**src/rtl/mmbus_pkg.sv**
```systemverilog
package mmbus_pkg;
  typedef enum logic [2:0] {S_IDLE, S_BC, S_DATA, S_PAR, S_ACK} st_e;
  typedef enum logic [1:0] {F_MA, F_SA, F_CT, F_LN} fld_e;
endpackage

```
**src/rtl/mmbus_field_sr.sv**
```systemverilog
module mmbus_field_sr #(
  parameter int W = 12
) (
  input  logic         clk_i,
  input  logic         rst_ni,
  input  logic         clr_i,
  input  logic         en_i,
  input  logic         bit_i,
  output logic [W-1:0] val_o,
  output logic         par_o
);
  logic [W-1:0] sr_q;
  logic         par_q;

  always_ff @(posedge clk_i or negedge rst_ni) begin
    if (!rst_ni) begin
      sr_q  <= '0;
      par_q <= 1'b0;
    end else if (clr_i) begin
      sr_q  <= '0;
      par_q <= 1'b0;
    end else if (en_i) begin
      sr_q  <= {sr_q[W-2:0], bit_i};
      par_q <= par_q ^ bit_i;
    end
  end

  assign val_o = sr_q;
  assign par_o = par_q;
endmodule

```
**src/rtl/mmbus_addr_match.sv**
```systemverilog
module mmbus_addr_match #(
  parameter int ADDR_W = 12,
  parameter int UNIT_W = 8
) (
  input  logic [ADDR_W-1:0] loc_i,
  input  logic [ADDR_W-1:0] slv_i,
  input  logic              indiv_i,
  output logic              hit_o
);
  logic all_ones, grp_hit;

  assign all_ones = &slv_i;
  assign grp_hit  = (slv_i[ADDR_W-1:UNIT_W] == loc_i[ADDR_W-1:UNIT_W]) && (&slv_i[UNIT_W-1:0]);
  assign hit_o    = indiv_i ? (slv_i == loc_i) : (all_ones || grp_hit);
endmodule

```
**src/rtl/mmbus_hdr_rx.sv**
```systemverilog
module mmbus_hdr_rx
  import mmbus_pkg::*;
#(
  parameter int ADDR_W = 12,
  parameter int UNIT_W = 8,
  parameter int CTRL_W = 4,
  parameter int LEN_W  = 8
) (
  input  logic              clk_i,
  input  logic              rst_ni,
  input  logic [ADDR_W-1:0] local_addr_i,
  input  logic              start_i,
  input  logic              bit_vld_i,
  input  logic              bit_i,
  output logic              ack_drv_o,
  output logic              ack_bit_o,
  output logic              bcast_o,
  output logic [ADDR_W-1:0] mst_addr_o,
  output logic [ADDR_W-1:0] slv_addr_o,
  output logic [CTRL_W-1:0] ctrl_o,
  output logic [LEN_W-1:0]  len_o,
  output logic              frame_ok_o,
  output logic              par_err_o
);
  localparam int CNT_W = $clog2(ADDR_W);

  st_e               state_q;
  fld_e              fld_q;
  logic [CNT_W-1:0]  cnt_q, fld_last;
  logic [ADDR_W-1:0] loc_q, mst_q, slv_q, sr_val;
  logic [CTRL_W-1:0] ctrl_q;
  logic [LEN_W-1:0]  len_q;
  logic              armed_q, bcast_q, drive_q, nak_q, go_q;
  logic              ok_q, err_q;
  logic              sr_par, sr_clr, sr_en, par_ok, hit, go_n, drv_n;

  // sample local address once after reset release
  always_ff @(posedge clk_i or negedge rst_ni) begin
    if (!rst_ni) begin
      armed_q <= 1'b0;
      loc_q   <= '0;
    end else if (!armed_q) begin
      armed_q <= 1'b1;
      loc_q   <= local_addr_i;
    end
  end

  assign sr_en  = bit_vld_i && !start_i && (state_q == S_DATA);
  assign sr_clr = start_i || (bit_vld_i && (state_q inside {S_BC, S_PAR, S_ACK}));

  mmbus_field_sr #(.W(ADDR_W)) u_sr (
    .clk_i (clk_i),
    .rst_ni(rst_ni),
    .clr_i (sr_clr),
    .en_i  (sr_en),
    .bit_i (bit_i),
    .val_o (sr_val),
    .par_o (sr_par)
  );

  mmbus_addr_match #(.ADDR_W(ADDR_W), .UNIT_W(UNIT_W)) u_match (
    .loc_i  (loc_q),
    .slv_i  (sr_val),
    .indiv_i(!bcast_q),
    .hit_o  (hit)
  );

  always_comb begin
    case (fld_q)
      F_CT:    fld_last = CNT_W'(CTRL_W - 1);
      F_LN:    fld_last = CNT_W'(LEN_W - 1);
      default: fld_last = CNT_W'(ADDR_W - 1);
    endcase
  end

  assign par_ok = !(sr_par ^ bit_i);
  assign go_n   = par_ok && ((fld_q != F_SA) || hit);
  assign drv_n  = !bcast_q && (!par_ok || (fld_q != F_SA) || hit);

  always_ff @(posedge clk_i or negedge rst_ni) begin
    if (!rst_ni) begin
      state_q <= S_IDLE;
      fld_q   <= F_MA;
      cnt_q   <= '0;
      bcast_q <= 1'b0;
      drive_q <= 1'b0;
      nak_q   <= 1'b0;
      go_q    <= 1'b0;
      ok_q    <= 1'b0;
      err_q   <= 1'b0;
      mst_q   <= '0;
      slv_q   <= '0;
      ctrl_q  <= '0;
      len_q   <= '0;
    end else begin
      ok_q  <= 1'b0;
      err_q <= 1'b0;
      if (start_i) begin
        state_q <= S_BC;
      end else if (bit_vld_i) begin
        case (state_q)
          S_BC: begin
            bcast_q <= !bit_i;
            fld_q   <= F_MA;
            cnt_q   <= '0;
            state_q <= S_DATA;
          end
          S_DATA: begin
            cnt_q <= cnt_q + 1'b1;
            if (cnt_q == fld_last) state_q <= S_PAR;
          end
          S_PAR: begin
            cnt_q <= '0;
            err_q <= !par_ok;
            if (fld_q == F_MA) begin
              if (par_ok) begin
                mst_q   <= sr_val;
                fld_q   <= F_SA;
                state_q <= S_DATA;
              end else begin
                state_q <= S_IDLE;
              end
            end else begin
              if (par_ok) begin
                case (fld_q)
                  F_SA:    slv_q  <= sr_val;
                  F_CT:    ctrl_q <= sr_val[CTRL_W-1:0];
                  default: len_q  <= sr_val[LEN_W-1:0];
                endcase
              end
              drive_q <= drv_n;
              nak_q   <= !par_ok;
              go_q    <= go_n;
              state_q <= (drv_n || go_n) ? S_ACK : S_IDLE;
            end
          end
          S_ACK: begin
            if (!go_q) begin
              state_q <= S_IDLE;
            end else if (fld_q == F_LN) begin
              ok_q    <= 1'b1;
              state_q <= S_IDLE;
            end else begin
              fld_q   <= fld_e'(fld_q + 2'd1);
              state_q <= S_DATA;
            end
          end
          default: ;
        endcase
      end
    end
  end

  assign ack_drv_o  = (state_q == S_ACK) && drive_q;
  assign ack_bit_o  = nak_q;
  assign bcast_o    = bcast_q;
  assign mst_addr_o = mst_q;
  assign slv_addr_o = slv_q;
  assign ctrl_o     = ctrl_q;
  assign len_o      = len_q;
  assign frame_ok_o = ok_q;
  assign par_err_o  = err_q;

  AST_NO_DRV_BCAST: assert property (@(posedge clk_i) disable iff (!rst_ni)
    ack_drv_o |-> !bcast_o);
  AST_OK_ONE_CYCLE: assert property (@(posedge clk_i) disable iff (!rst_ni)
    frame_ok_o |=> !frame_ok_o);
  AST_OK_NOT_ERR: assert property (@(posedge clk_i) disable iff (!rst_ni)
    !(frame_ok_o && par_err_o));
  AST_NAK_HAS_ERR: assert property (@(posedge clk_i) disable iff (!rst_ni)
    ($rose(ack_drv_o) && ack_bit_o) |-> par_err_o);
  AST_LOC_HELD: assert property (@(posedge clk_i) disable iff (!rst_ni)
    (armed_q && $past(armed_q)) |-> $stable(loc_q));
endmodule

```
**config.mk**
```make
export PLATFORM = sky130hd
export DESIGN_NAME = mmbus_hdr_rx
export DESIGN_NICKNAME = d
export VERILOG_FILES = /design/src/rtl/mmbus_pkg.sv /design/src/rtl/mmbus_field_sr.sv /design/src/rtl/mmbus_addr_match.sv /design/src/rtl/mmbus_hdr_rx.sv
export SDC_FILE = /design/constraint.sdc
export NUM_CORES = 1
export LEC_CHECK = 0
export ABC_CLOCK_PERIOD_IN_PS = 2300
export BUFFER_PORTS_ARGS = -buffer_cell sky130_fd_sc_hd__buf_2
export CORE_MARGIN = 5
export CORE_UTILIZATION = 30
export DETAILED_ROUTE_END_ITERATION = 12
export SYNTH_ARGS = -nofsm -noshare
export SYNTH_HDL_FRONTEND = slang
export SYNTH_SLANG_ARGS = --single-unit
```
**constraint.sdc**
```tcl
create_clock -name clk_i -period 2.3 [get_ports clk_i]
set_input_delay 0.345 -clock clk_i [delete_from_list [all_inputs] [get_ports clk_i]]
set_output_delay 0.345 -clock clk_i [all_outputs]
set_load 0.02 [all_outputs]
```
# Word-level counts from Yosys, hierarchy flattened

Cells that the tools add are included.

Add/subtract/negate cells: 2
Equality and inequality tests: 16
Multiplexer cells: 29
Bitwise logic cells: 5
Reductions and logical operators: 36

Operators by type and width:

| cell                  | count |
|---|---|
| $mux W12              | 2 |
| $reduce_and A6 Y1     | 3 |
| $pmux W4 S2           | 2 |
| $mux W3               | 5 |
| $mux W2               | 7 |
| $eq A12 B12 Y1        | 1 |
| $pmux W3 S4           | 1 |
| $reduce_and A12 Y1    | 1 |
| $mux W1               | 11 |
| $reduce_and A3 Y1     | 3 |
| $eq A4 B4 Y1          | 2 |
| $reduce_and A8 Y1     | 1 |
| $logic_and A1 B1 Y1   | 7 |
| $reduce_and A7 Y1     | 1 |
| $eq A3 B2 Y1 const B  | 2 |
| $logic_or A1 B1 Y1    | 6 |
| $ne A2 B2 Y1 const B  | 3 |
| $pmux W2 S3           | 1 |
| $reduce_bool A2 Y1    | 3 |
| $reduce_and A5 Y1     | 1 |
| $reduce_bool A5 Y1    | 1 |
| $add A4 B1 Y4 const B | 1 |
| $eq A2 B2 Y1 const B  | 2 |
| $logic_not A1 Y1      | 4 |
| other kinds (12)      | 17 |

Bits in registers: 77
Bits of input ports: 17
Output and inout bits: 41
Logic and storage cells: 105

# Logic depth before layout (Yosys ltp)

Gate-level depths: netlist of run 1.

Depth in word-level cells: 12
Gate-level depth with buffers: 7
Gate-level depth less buffers: 6

# Hierarchy

Synthesis of run 1 repeated with hierarchy kept, for this count alone.

Cells, all modules: 271
Area total of the unflattened synthesis: 3525.9 um^2

Modules (own cells, without submodules):

| module           | instances | cells an instance | area an instance (um^2) | seq. area each (um^2) |
|---|---|---|---|---|
| mmbus_hdr_rx     | 1         | 206               | 2788.9                  | 1601.5 |
| mmbus_field_sr   | 1         | 43                | 561.8                   | 325.3 |
| mmbus_addr_match | 1         | 22                | 175.2                   | 0.0 |

# Worst setup path before layout of run 1

Ideal clock, no wire load.

Path type: register to register
Start: reg fld_q[0]
End: reg slv_q[0], in the netlist slv_addr_o[0]
Library setup time: 0.128 ns
Arrival time: 1.780 ns
Data required time: 2.172 ns
Setup slack: 0.393 ns
Cell stages (with the launch flop): 8
Period minus slack after synthesis: 1.907 ns
Path through: dfrtp_1 > inv_1 > ha_1 > nor3_4 > and3_1 > buf_4 > buf_6 > mux2_1

Cells in the longest elaborated chain, start to end: 3
Elaborated cells between the ends (all ways): 4
Those cells by class: eq/ne (1); bitwise (1); reduce/logical (2)

Ends and longest elaborated chain:

| what                            | line                | source |
|---|---|---|
| start, declared                 | mmbus_hdr_rx.sv:28  | `fld_e fld_q;` |
| start signal, assigned          | mmbus_hdr_rx.sv:144 | `fld_q <= fld_e'(fld_q + 2'd1);` |
| $logic_not A2 Y1                | mmbus_hdr_rx.sv:115 | `if (fld_q == F_MA) begin` |
| $not A1 Y1 (no line)            | -                   |  |
| $reduce_and A6 Y1 (no line) (*) | -                   |  |
| end signal, assigned            | mmbus_hdr_rx.sv:126 | `F_SA: slv_q <= sr_val;` |
| end, declared                   | mmbus_hdr_rx.sv:30  | `logic [ADDR_W-1:0] loc_q, mst_q, slv_q, sr_val;` |

Every way passes the cells marked *; elsewhere a longest branch is shown, timed or not.
A chain may end at the register's enable or synchronous reset.

# Worst setup path in the final report of run 1

Same ends and word-level chain as after synthesis.

==> flow_summary.ini, run 1 <==
[pwr]
vdd_ir_drop_max_mv = 0.432
power_uw = 3340
swShare = 0.257
pwr-share-comb = 0.114
p_leak_uw = 0.00208
p_int_uw = 2480
clkPwrFrac = 0.426
powerDensity_nw_per_um2 = 791
power_frac_seq = 0.459
p_switching_uw = 858

[layout]
drive_gt1_frac = 0.349
diodes = 0
final_cell_mix = 77 x dfrtp_1, 56 x buf_2, 40 x mux2_2
mostFrequentLayoutCell = dfrtp_1
stdcell_area_um2 = 4220
syn_to_final_growth_pct = 22.1
stdcell_count = 501
final_nets = 376

[clock_tree]
cts.clk_slew.worst_paths_ns = 0.06
cts_buffers = 9
cts_resized = 0
clkLatencyLatePin_ns = 0.34
clkSinkCount = 77
h-tree-depth = 3
cts_root_buf = clkbuf_16
holdBufCountCts = 0
cts_setup_buffers = 0
cts_tree = built
clockBufferDepth = 2

[routing]
ant_nets = 0
drc = 0
wire_per_inst_um = 15.6
wirelength_um = 7840
vias_per_cell = 4.81
drt_iter0_drc = 97
dr.pass1.iters = 4
vias = 2411

[setup_path]
r2r_start = fld_q[0]
crit_chain = inv_1, ha_1, nor3_4, and3_1, buf_12, mux2_1
cp_data_arrival_time_ns = 2.16
worstPathRequired_ns = 2.52
reg2reg_to = slv_addr_o[0]
cp-startpoint = fld_q[0]
critPathTopFamily = simple AND/OR/NAND/NOR gates
worst_setup_path_end_kind = register
reg2reg_depth = 6
cp_max_fo = 10
path_class = reg2reg
critPathSlowestCell = dfrtp_1
crit_buf_inv = 2
reg2reg_slack_ns = 0.36
startpoint_type = register
cp_slowest_stage_delay_ns = 0.44

[floorplanning]
io_pins = 58
dieArea_um2 = 13800
core_area_um2 = 11400
start_util = 0.304
die_h_um = 117
rows = 39
die_w_um = 117

[global_route]
grt_pass1_vias = 2514
grt_max_degree = 44
antenna_found_initial = 0
track_usage = 0.119
grt-ovfl-total = 0
grt_pass1_wl_um = 13200

[timing]
finalCritPeriodShare = 0.845
skew_ns = 0.00581
finalSetupTns_ns = 0
timing.final.ws_setup_ns = 0.356
hold_violations = 0
rsz0062_at_grt = no
fin_crit_ns = 1.94
worstMarginPinSlew_ns = 0.573
setup_viol = 0
maxSlewViolCount = 0
max_freq_mhz = 514
slew_headroom = 0.618

[synthesis]
ys_types = 43
synth.top_cell.area_share = 0.557
synth_area_um2 = 3460
syn_inst = 293
ys_seq_area_frac = 0.557
synth_area_leaders = dfrtp_1 56%, mux2_2 13%, nand2_1 3.8%, a21oi_1 3.2%, mux2_1 2.9%
yosys.area.top_type = dfrtp_1
ys_warn_count = 0
synth-edff-count = 0
synth-main-ff-cell = dfrtp_1
syn_avg_cell_area_um2 = 11.8
synth-seq-cells = 77
syn-num-nets = 316
async_reset_ff_frac = 1.00

[place]
portBuffers = 57
dp.cells = 485
place.gp.congestion = 0.827
dpl_cell_area_um2 = 3920
place_ws_ns = 0.336
dp_hpwl_um = 5670

[run_status]
status = finished, final reports clean

[flow_run]
max-cap-violations = 0

[worst_hold_path]
min_path_type = in2async
==> metal layers <==
metal	wire (um)	global-route usage	vias up	share of wire
li1	-	-	1140	-
met1	3490	0.148	1207	0.45
met2	3870	0.193	53	0.49
met3	385	0.0395	11	0.049
met4	88	0.0413	0	0.011
met5	0	0	-	0
==> synth_stat cells, types with 2 or more instances <==
library cell / instances
dfrtp_1: 77
mux2_2: 40
nand2_1: 35
a21oi_1: 22
nor2_1: 10
mux2_1: 9
o21ai_0: 9
xor2_1: 8
buf_2: 6
ha_1: 6
inv_1: 6
clkbuf_1: 5
nand2b_1: 5
nor3_1: 5
xnor2_1: 5
nand3_1: 4
nand4_1: 4
and3_1: 3
nor4_1: 3
a21o_1: 2
a31oi_1: 2
buf_6: 2
nor2b_1: 2
nor3b_1: 2
o31ai_1: 2
or3b_2: 2
==> registers in the layout, indices dropped and copies added (netlist names), 2 cells and up <==
name	count
len_o	8
cnt_q	4
state_q	3
slv_addr_o	12
loc_q	12
ctrl_o	4
u_sr.val_o	12
fld_q	2
mst_addr_o	12
==> kinds of logic (layout without fill, tap and decap cells) <==
| group | Yosys count | in the layout | share of synthesized area |
|---|---|---|---|
| other | 1 | 1 | 0.00108 |
| and+or+nand+nor | 78 | 78 | 0.111 |
| buffers and inverters | 22 | 87 | 0.0318 |
| AOI/OAI and AO/OA | 45 | 45 | 0.0771 |
| muxes | 50 | 50 | 0.163 |
| adders and majority gates | 6 | 6 | 0.0217 |
| DFF | 77 | 77 | 0.557 |
| xor gates and xnor gates | 14 | 14 | 0.0376 |
==> worst register-to-register path, delay by kind of cell (launching register included) <==
kind / cells / cell delay (ns)
AND/OR/NAND/NOR: 2 / 0.53
flip-flops: 1 / 0.44
multiplexers: 1 / 0.32
buffers and inverters: 2 / 0.27
adder cells (fa/ha/maj): 1 / 0.26
==> layout make-up <==
cell class / instances / area, um2
Clock inverter: 5 / 58.8
Timing Repair Buffer: 65 / 373
Fill cell: 1113 / 7150
Tap cell: 143 / 179
Clock buffer: 11 / 243
Inverter: 6 / 22.5
Sequential cell: 77 / 1930
Multi-Input combinational cell: 194 / 1420
==> power groups by stage <==
| stage | Sequential, uW | Clock, uW | Combinational, uW |
|---|---|---|---|
| 6_report | 1530 | 1420 | 382 |
| 2_1_floorplan | 1540 | 0 | 253 |
| 3_5_place_dp | 1560 | 0 | 387 |
| 4_1_cts | 1530 | 1460 | 389 |
| 3_3_place_gp | 1560 | 0 | 372 |
| 5_1_grt | 1550 | 1510 | 432 |
==> worst max path at each step <==
stage	endpoint	slack (ns)	cells after the start
2_1_floorplan	slv_addr_o[0]	0.39	7
3_3_place_gp	slv_addr_o[9]	0.39	6
3_5_place_dp	slv_addr_o[0]	0.34	6
4_1_cts	slv_addr_o[0]	0.34	6
5_1_grt	slv_addr_o[5]	0.23	6
6_report	slv_addr_o[0]	0.36	6
==> stage by stage <==
stage               hold WS [ns]  utilization
finish                  0.000307        0.371
CTS                       0.0182        0.371
detailed placement         0.385        0.345
global route              0.0501        0.371
floorplan                 0.0494            -
global placement           0.378        0.345
No activity file was read; power rests on OpenSTA's default activity.
==> run 2, diff against run 1 <==
--- a/config.mk
+++ b/config.mk
@@ -5,7 +5,7 @@
 export SDC_FILE = /design/constraint.sdc
 export NUM_CORES = 1
 export LEC_CHECK = 0
-export ABC_CLOCK_PERIOD_IN_PS = 2300
+export ABC_CLOCK_PERIOD_IN_PS = 1880
 export BUFFER_PORTS_ARGS = -buffer_cell sky130_fd_sc_hd__buf_2
 export CORE_MARGIN = 5
 export CORE_UTILIZATION = 30
==> constraint.sdc (replaced) <==
create_clock -name clk_i -period 1.88 [get_ports clk_i]
set_input_delay 0.282 -clock clk_i [delete_from_list [all_inputs] [get_ports clk_i]]
set_output_delay 0.282 -clock clk_i [all_outputs]
set_load 0.02 [all_outputs]
==> run 2 against run 1 <==
Critical path depth down 1; critical endpoint is now slv_addr_o[6]; highest routed layer unchanged; clock power rose by 28%; count of clock-buffer cells in the layout grew 3.
==> flow_summary.ini, run 2 (synthesis gave the netlist of run 1 again) <==
[clock_tree]
cts_root_buf = clkbuf_16
cts_buffers = 9
h-tree-depth = 3
cts_tree = built
clkLatencyLatePin_ns = 0.33
clkSinkCount = 77
cts.clk_slew.worst_paths_ns = 0.06
clockBufferDepth = 2

[setup_path]
worstPathRequired_ns = 2.09
cp_max_fo = 13
worst_setup_path_end_kind = register
path_class = reg2reg
cp_data_arrival_time_ns = 1.94
startpoint_type = register
reg2reg_slack_ns = 0.14

[routing]
vias_per_cell = 4.77
wire_per_inst_um = 16.0
drt_iter0_drc = 153
ant_nets = 0
wirelength_um = 8300
drc = 0
dr.pass1.iters = 4
vias = 2474

[layout]
final_cell_mix = 77 x dfrtp_1, 56 x buf_2, 40 x mux2_2
syn_to_final_growth_pct = 27.8
num-fill-cells = 1089
mostFrequentLayoutCell = dfrtp_1
multi_input_area_um2 = 1440
register_area_um2 = 1930
diodes = 0
final_nets = 394
drive_gt1_frac = 0.388

[timing]
max_freq_mhz = 575
maxSlewViolCount = 0
rsz0062_at_grt = no
hold_violations = 0
finalSetupTns_ns = 0
skew_ns = 0.00510
fin_crit_ns = 1.74
setup_viol = 0
timing.final.ws_setup_ns = 0.141
finalCritPeriodShare = 0.925

[global_route]
grt_pass1_vias = 2550
antenna_found_initial = 0
grt-ovfl-total = 0
track_usage = 0.121
grt_max_degree = 53
grt_pass1_wl_um = 13600

[place]
place_ws_ns = 0.157
portBuffers = 57
place.gp.congestion = 0.827
dp_hpwl_um = 6030

[pwr]
vdd_ir_drop_max_mv = 0.589
powerDensity_nw_per_um2 = 956
p_leak_uw = 0.00219

[floorplanning]
die_w_um = 117
rows = 39
io_pins = 58
dieArea_um2 = 13800
start_util = 0.304
core_area_um2 = 11400
die_h_um = 117

[run_status]
status = finished, final reports clean

[worst_hold_path]
min_path_type = in2reg

[flow_run]
max-cap-violations = 0
run 2: metal layers:
metal / GRT usage / up-vias / routed length (um)
met5: 0 / - / 0
met4: 0.0355 / 0 / 110
met3: 0.0337 / 13 / 379
met2: 0.196 / 59 / 4030
met1: 0.159 / 1229 / 3780
li1: - / 1173 / -
run 2: what timing repair did:
action / in CTS / in global routing
buffers inserted: 0 / 0
resized for setup: 0 / 4
hold buffers: 1 / 0
endpoints found under the setup margin: 0 / 1
hold endpoints to repair: 25 / 0
run 2: worst paths after layout:
kind / startpoint / end / cells after the start
worst max register to register: state_q[2] / slv_addr_o[6] / 5
worst min-delay path: local_addr_i[7] / loc_q[7] / 2
worst min register to register: slv_addr_o[4] / slv_addr_o[4] / 1
worst max-delay path: state_q[2] / slv_addr_o[6] / 5
min in group asynchronous: rst_ni / state_q[0] / 2
max in group asynchronous: rst_ni / len_o[7] / 3
run 2: cell type report:
class                   instances  area share
clock buffers                  14      0.0643
clock inverters                 2     0.00878
inverters                       6     0.00510
multi-input cells             194       0.327
flip-flops and latches         77       0.436
well taps                     143      0.0405
repair buffers                 83       0.118
run 2: power by group:
group | leakage [uW] | switching [uW] | internal, uW | total, uW
sequential | 0.00103 | 86.2 | 1760 | 1850
combinational | 0.00100 | 306 | 249 | 556
clock | 0.000159 | 644 | 1180 | 1820
total | 0.00219 | 1040 | 3190 | 4220
run 2: worst max-delay path, cell delays in order, from the launching register on:
cell and delay (ns):
dfrtp_1 0.42, nand3b_1 0.28, nor3_4 0.18, and3_1 0.23
buf_12 0.17, mux2_1 0.33
run 2: through the flow:
step                power, uW  hold slack [ns]  cells  instance area [um2]   util
CTS                      4270            0.174    519                 4400  0.387
global route             4400            0.172    519                 4420  0.388
floorplan                2200          -0.0136    293                 3460      -
global placement         2410            0.225    502                 4060  0.357
detailed placement       2430            0.232    502                 4060  0.357
finish                   4220            0.186    519                 4420  0.388
==> run 3, diff against run 2 <==
--- a/config.mk
+++ b/config.mk
@@ -5,6 +5,7 @@
 export SDC_FILE = /design/constraint.sdc
 export NUM_CORES = 1
 export LEC_CHECK = 0
+export ABC_AREA = 1
 export ABC_CLOCK_PERIOD_IN_PS = 1880
 export BUFFER_PORTS_ARGS = -buffer_cell sky130_fd_sc_hd__buf_2
 export CORE_MARGIN = 5
==> run 3 against run 2 <==
Critical path depth is 3 higher; critical path type unchanged; synthesized area grew 5.7%; clock power up 11%; synthesized cell count up 33%; design area grew 1.0%; global-route usage is 0.12 points lower; wire length shrank 1.8%; utilization fell by 1.5 points; sequential power rose by 4%; first-iteration DRC count fell by 4.6%.
==> flow_summary.ini, run 3 <==
[run_status]
status = finished, final reports clean

[clock_tree]
clockBufferDepth = 2
h-tree-depth = 3
cts.clk_slew.worst_paths_ns = 0.06
holdBufCountCts = 1
clkSinkCount = 77
cts_root_buf = clkbuf_16
clkLatencyLatePin_ns = 0.33
cts_setup_buffers = 0
cts_tree = built
cts_resized = 0
cts_buffers = 9

[place]
dpl_cell_area_um2 = 4110
place.gp.congestion = 0.850
dp_hpwl_um = 6080
portBuffers = 57

[setup_path]
reg2reg_depth = 8
cpMostUsedCell = inv_1
worst_setup_path_end_kind = register
path_class = reg2reg
critPathTopFamily = simple AND/OR/NAND/NOR gates
cp_max_fo = 24
cp_slowest_stage_delay_ns = 0.43
startpoint_type = register
crit_chain = inv_1, ha_1, inv_1, nand3_4, clkinv_2, nand2_4, nand2_1, o21ai_2
crit_buf_inv = 3
crit_cells = 8
cp_data_arrival_time_ns = 1.91
worstPathRequired_ns = 2.14
critPathSlowestCell = dfrtp_1

[routing]
vias = 2747
drt_iter0_drc = 146
vias_per_cell = 4.53
met1_length_um = 4070
wirelength_um = 8150
top_layer = met4
wire_per_inst_um = 13.4
dr.pass1.iters = 4
route.met3.wl_um = 418
wl_met2_um = 3440
ant_nets = 0
drc = 0

[timing]
maxSlewViolCount = 0
hold-worst-slack_ns = 0.181
skew_ns = 0.00631
fin_crit_ns = 1.66
finalSetupTns_ns = 0
hold_violations = 0
finalCritPeriodShare = 0.882
rsz0062_at_grt = no
max_freq_mhz = 603
setup_viol = 0

[synthesis]
synth_area_leaders = dfrtp_1 53%, nand2_1 8.1%, o21ai_2 7.7%, inv_1 4.2%, nor2_1 3.1%
syn_avg_cell_area_um2 = 9.39
synth-edff-count = 0
yosys.area.top_type = dfrtp_1
synth-main-ff-cell = dfrtp_1
synth-seq-cells = 77
synth.top_cell.area_share = 0.527
ys_seq_area_frac = 0.527
synthTopCellsByCount = 79 x nand2_1, 77 x dfrtp_1, 41 x inv_1
syn-num-nets = 412
ys_types = 35
syn_inst = 389
ys_warn_count = 0
async_reset_ff_frac = 1.00
synth_most_common_cell = nand2_1
synth_area_um2 = 3650

[floorplanning]
die_h_um = 120
io_pins = 58
core_area_um2 = 12000
die_w_um = 120
start_util = 0.305
dieArea_um2 = 14500
rows = 40

[layout]
drive_gt1_frac = 0.322
diodes = 0
syn_to_final_growth_pct = 22.2
mostFrequentLayoutCell = nand2_1
stdcell_area_um2 = 4460
final_nets = 478
final_cell_mix = 79 x nand2_1, 77 x dfrtp_1, 56 x buf_2

[pwr]
p_switching_uw = 1390
p_int_uw = 3400
swShare = 0.291
powerDensity_nw_per_um2 = 1070
pwr-share-comb = 0.177
clkPwrFrac = 0.421
p_leak_uw = 0.00222
vdd_ir_drop_max_mv = 0.414
power_frac_seq = 0.402

[global_route]
antenna_found_initial = 0
grt_pass1_wl_um = 13800
grt_pass1_vias = 2725
track_usage = 0.120
grt_max_degree = 33
grt-ovfl-total = 0

[flow_run]
max-cap-violations = 0

[worst_hold_path]
holdPathStages = 2
min_path_type = in2reg
[run 3: changes by cell type after synthesis, sizes merged, moves of 20 or more]
cell / delta
inv: +41
nand2: +59
o21ai: +49
mux2: -47
nand3: +20
nor2: +25
[run 3: area by class of cell]
class / instances / area, um2
Inverter: 48 / 181
Clock inverter: 5 / 108
Fill cell: 1195 / 7500
Timing Repair Buffer: 65 / 363
Clock buffer: 10 / 239
Multi-Input combinational cell: 254 / 1460
Tap cell: 147 / 184
Sequential cell: 77 / 1930
[run 3: cell families (layout without fill, tap and decap cells)]
group	after synthesis	count (layout)	share of synthesized area
other	1	1	0.00103
adder cells (fa/ha/maj)	6	6	0.0205
AO/OA/AOI/OAI	79	79	0.143
buffers and inverters	58	128	0.0726
AND/OR/NAND/NOR	162	162	0.217
XOR/XNOR	3	3	0.00925
multiplexers	3	3	0.00890
flip-flops	77	77	0.527
[run 3: per-stage QoR]
step | instances | total power, uW | util | setup WS [ns]
floorplan | 389 | 2550 | - | 0.464
global placement | 590 | 2800 | 0.343 | 0.307
finish | 606 | 4790 | 0.373 | 0.223
detailed placement | 590 | 2820 | 0.343 | 0.228
CTS | 606 | 4850 | 0.373 | 0.209
global route | 606 | 5040 | 0.373 | 0.0644
[run 3: power groups by stage]
stage / sequential (uW) / clock [uW] / combinational (uW)
after global placement: 1950 / 0 / 844
after detailed placement: 1960 / 0 / 859
final: 1930 / 2020 / 848
after floorplan: 1960 / 0 / 587
after CTS: 1930 / 2060 / 863
after global routing: 1950 / 2140 / 955
[run 3: final timing paths]
kind	start	to	slack, ns
worst min-delay path	local_addr_i[5]	loc_q[5]	0.18
max in group asynchronous	rst_ni	ctrl_o[3]	0.84
worst max register to register	fld_q[0]	slv_addr_o[1]	0.22
worst max-delay path	fld_q[0]	slv_addr_o[1]	0.22
worst min register to register	mst_addr_o[9]	mst_addr_o[9]	0.48
min in group asynchronous	rst_ni	cnt_q[0]	0.43
[run 3: routing by layer]
layer  global-route usage  vias up
met5                    0        -
met4               0.0623        0
met3               0.0290       14
met2                0.171       64
met1                0.169     1274
li1                     -     1395
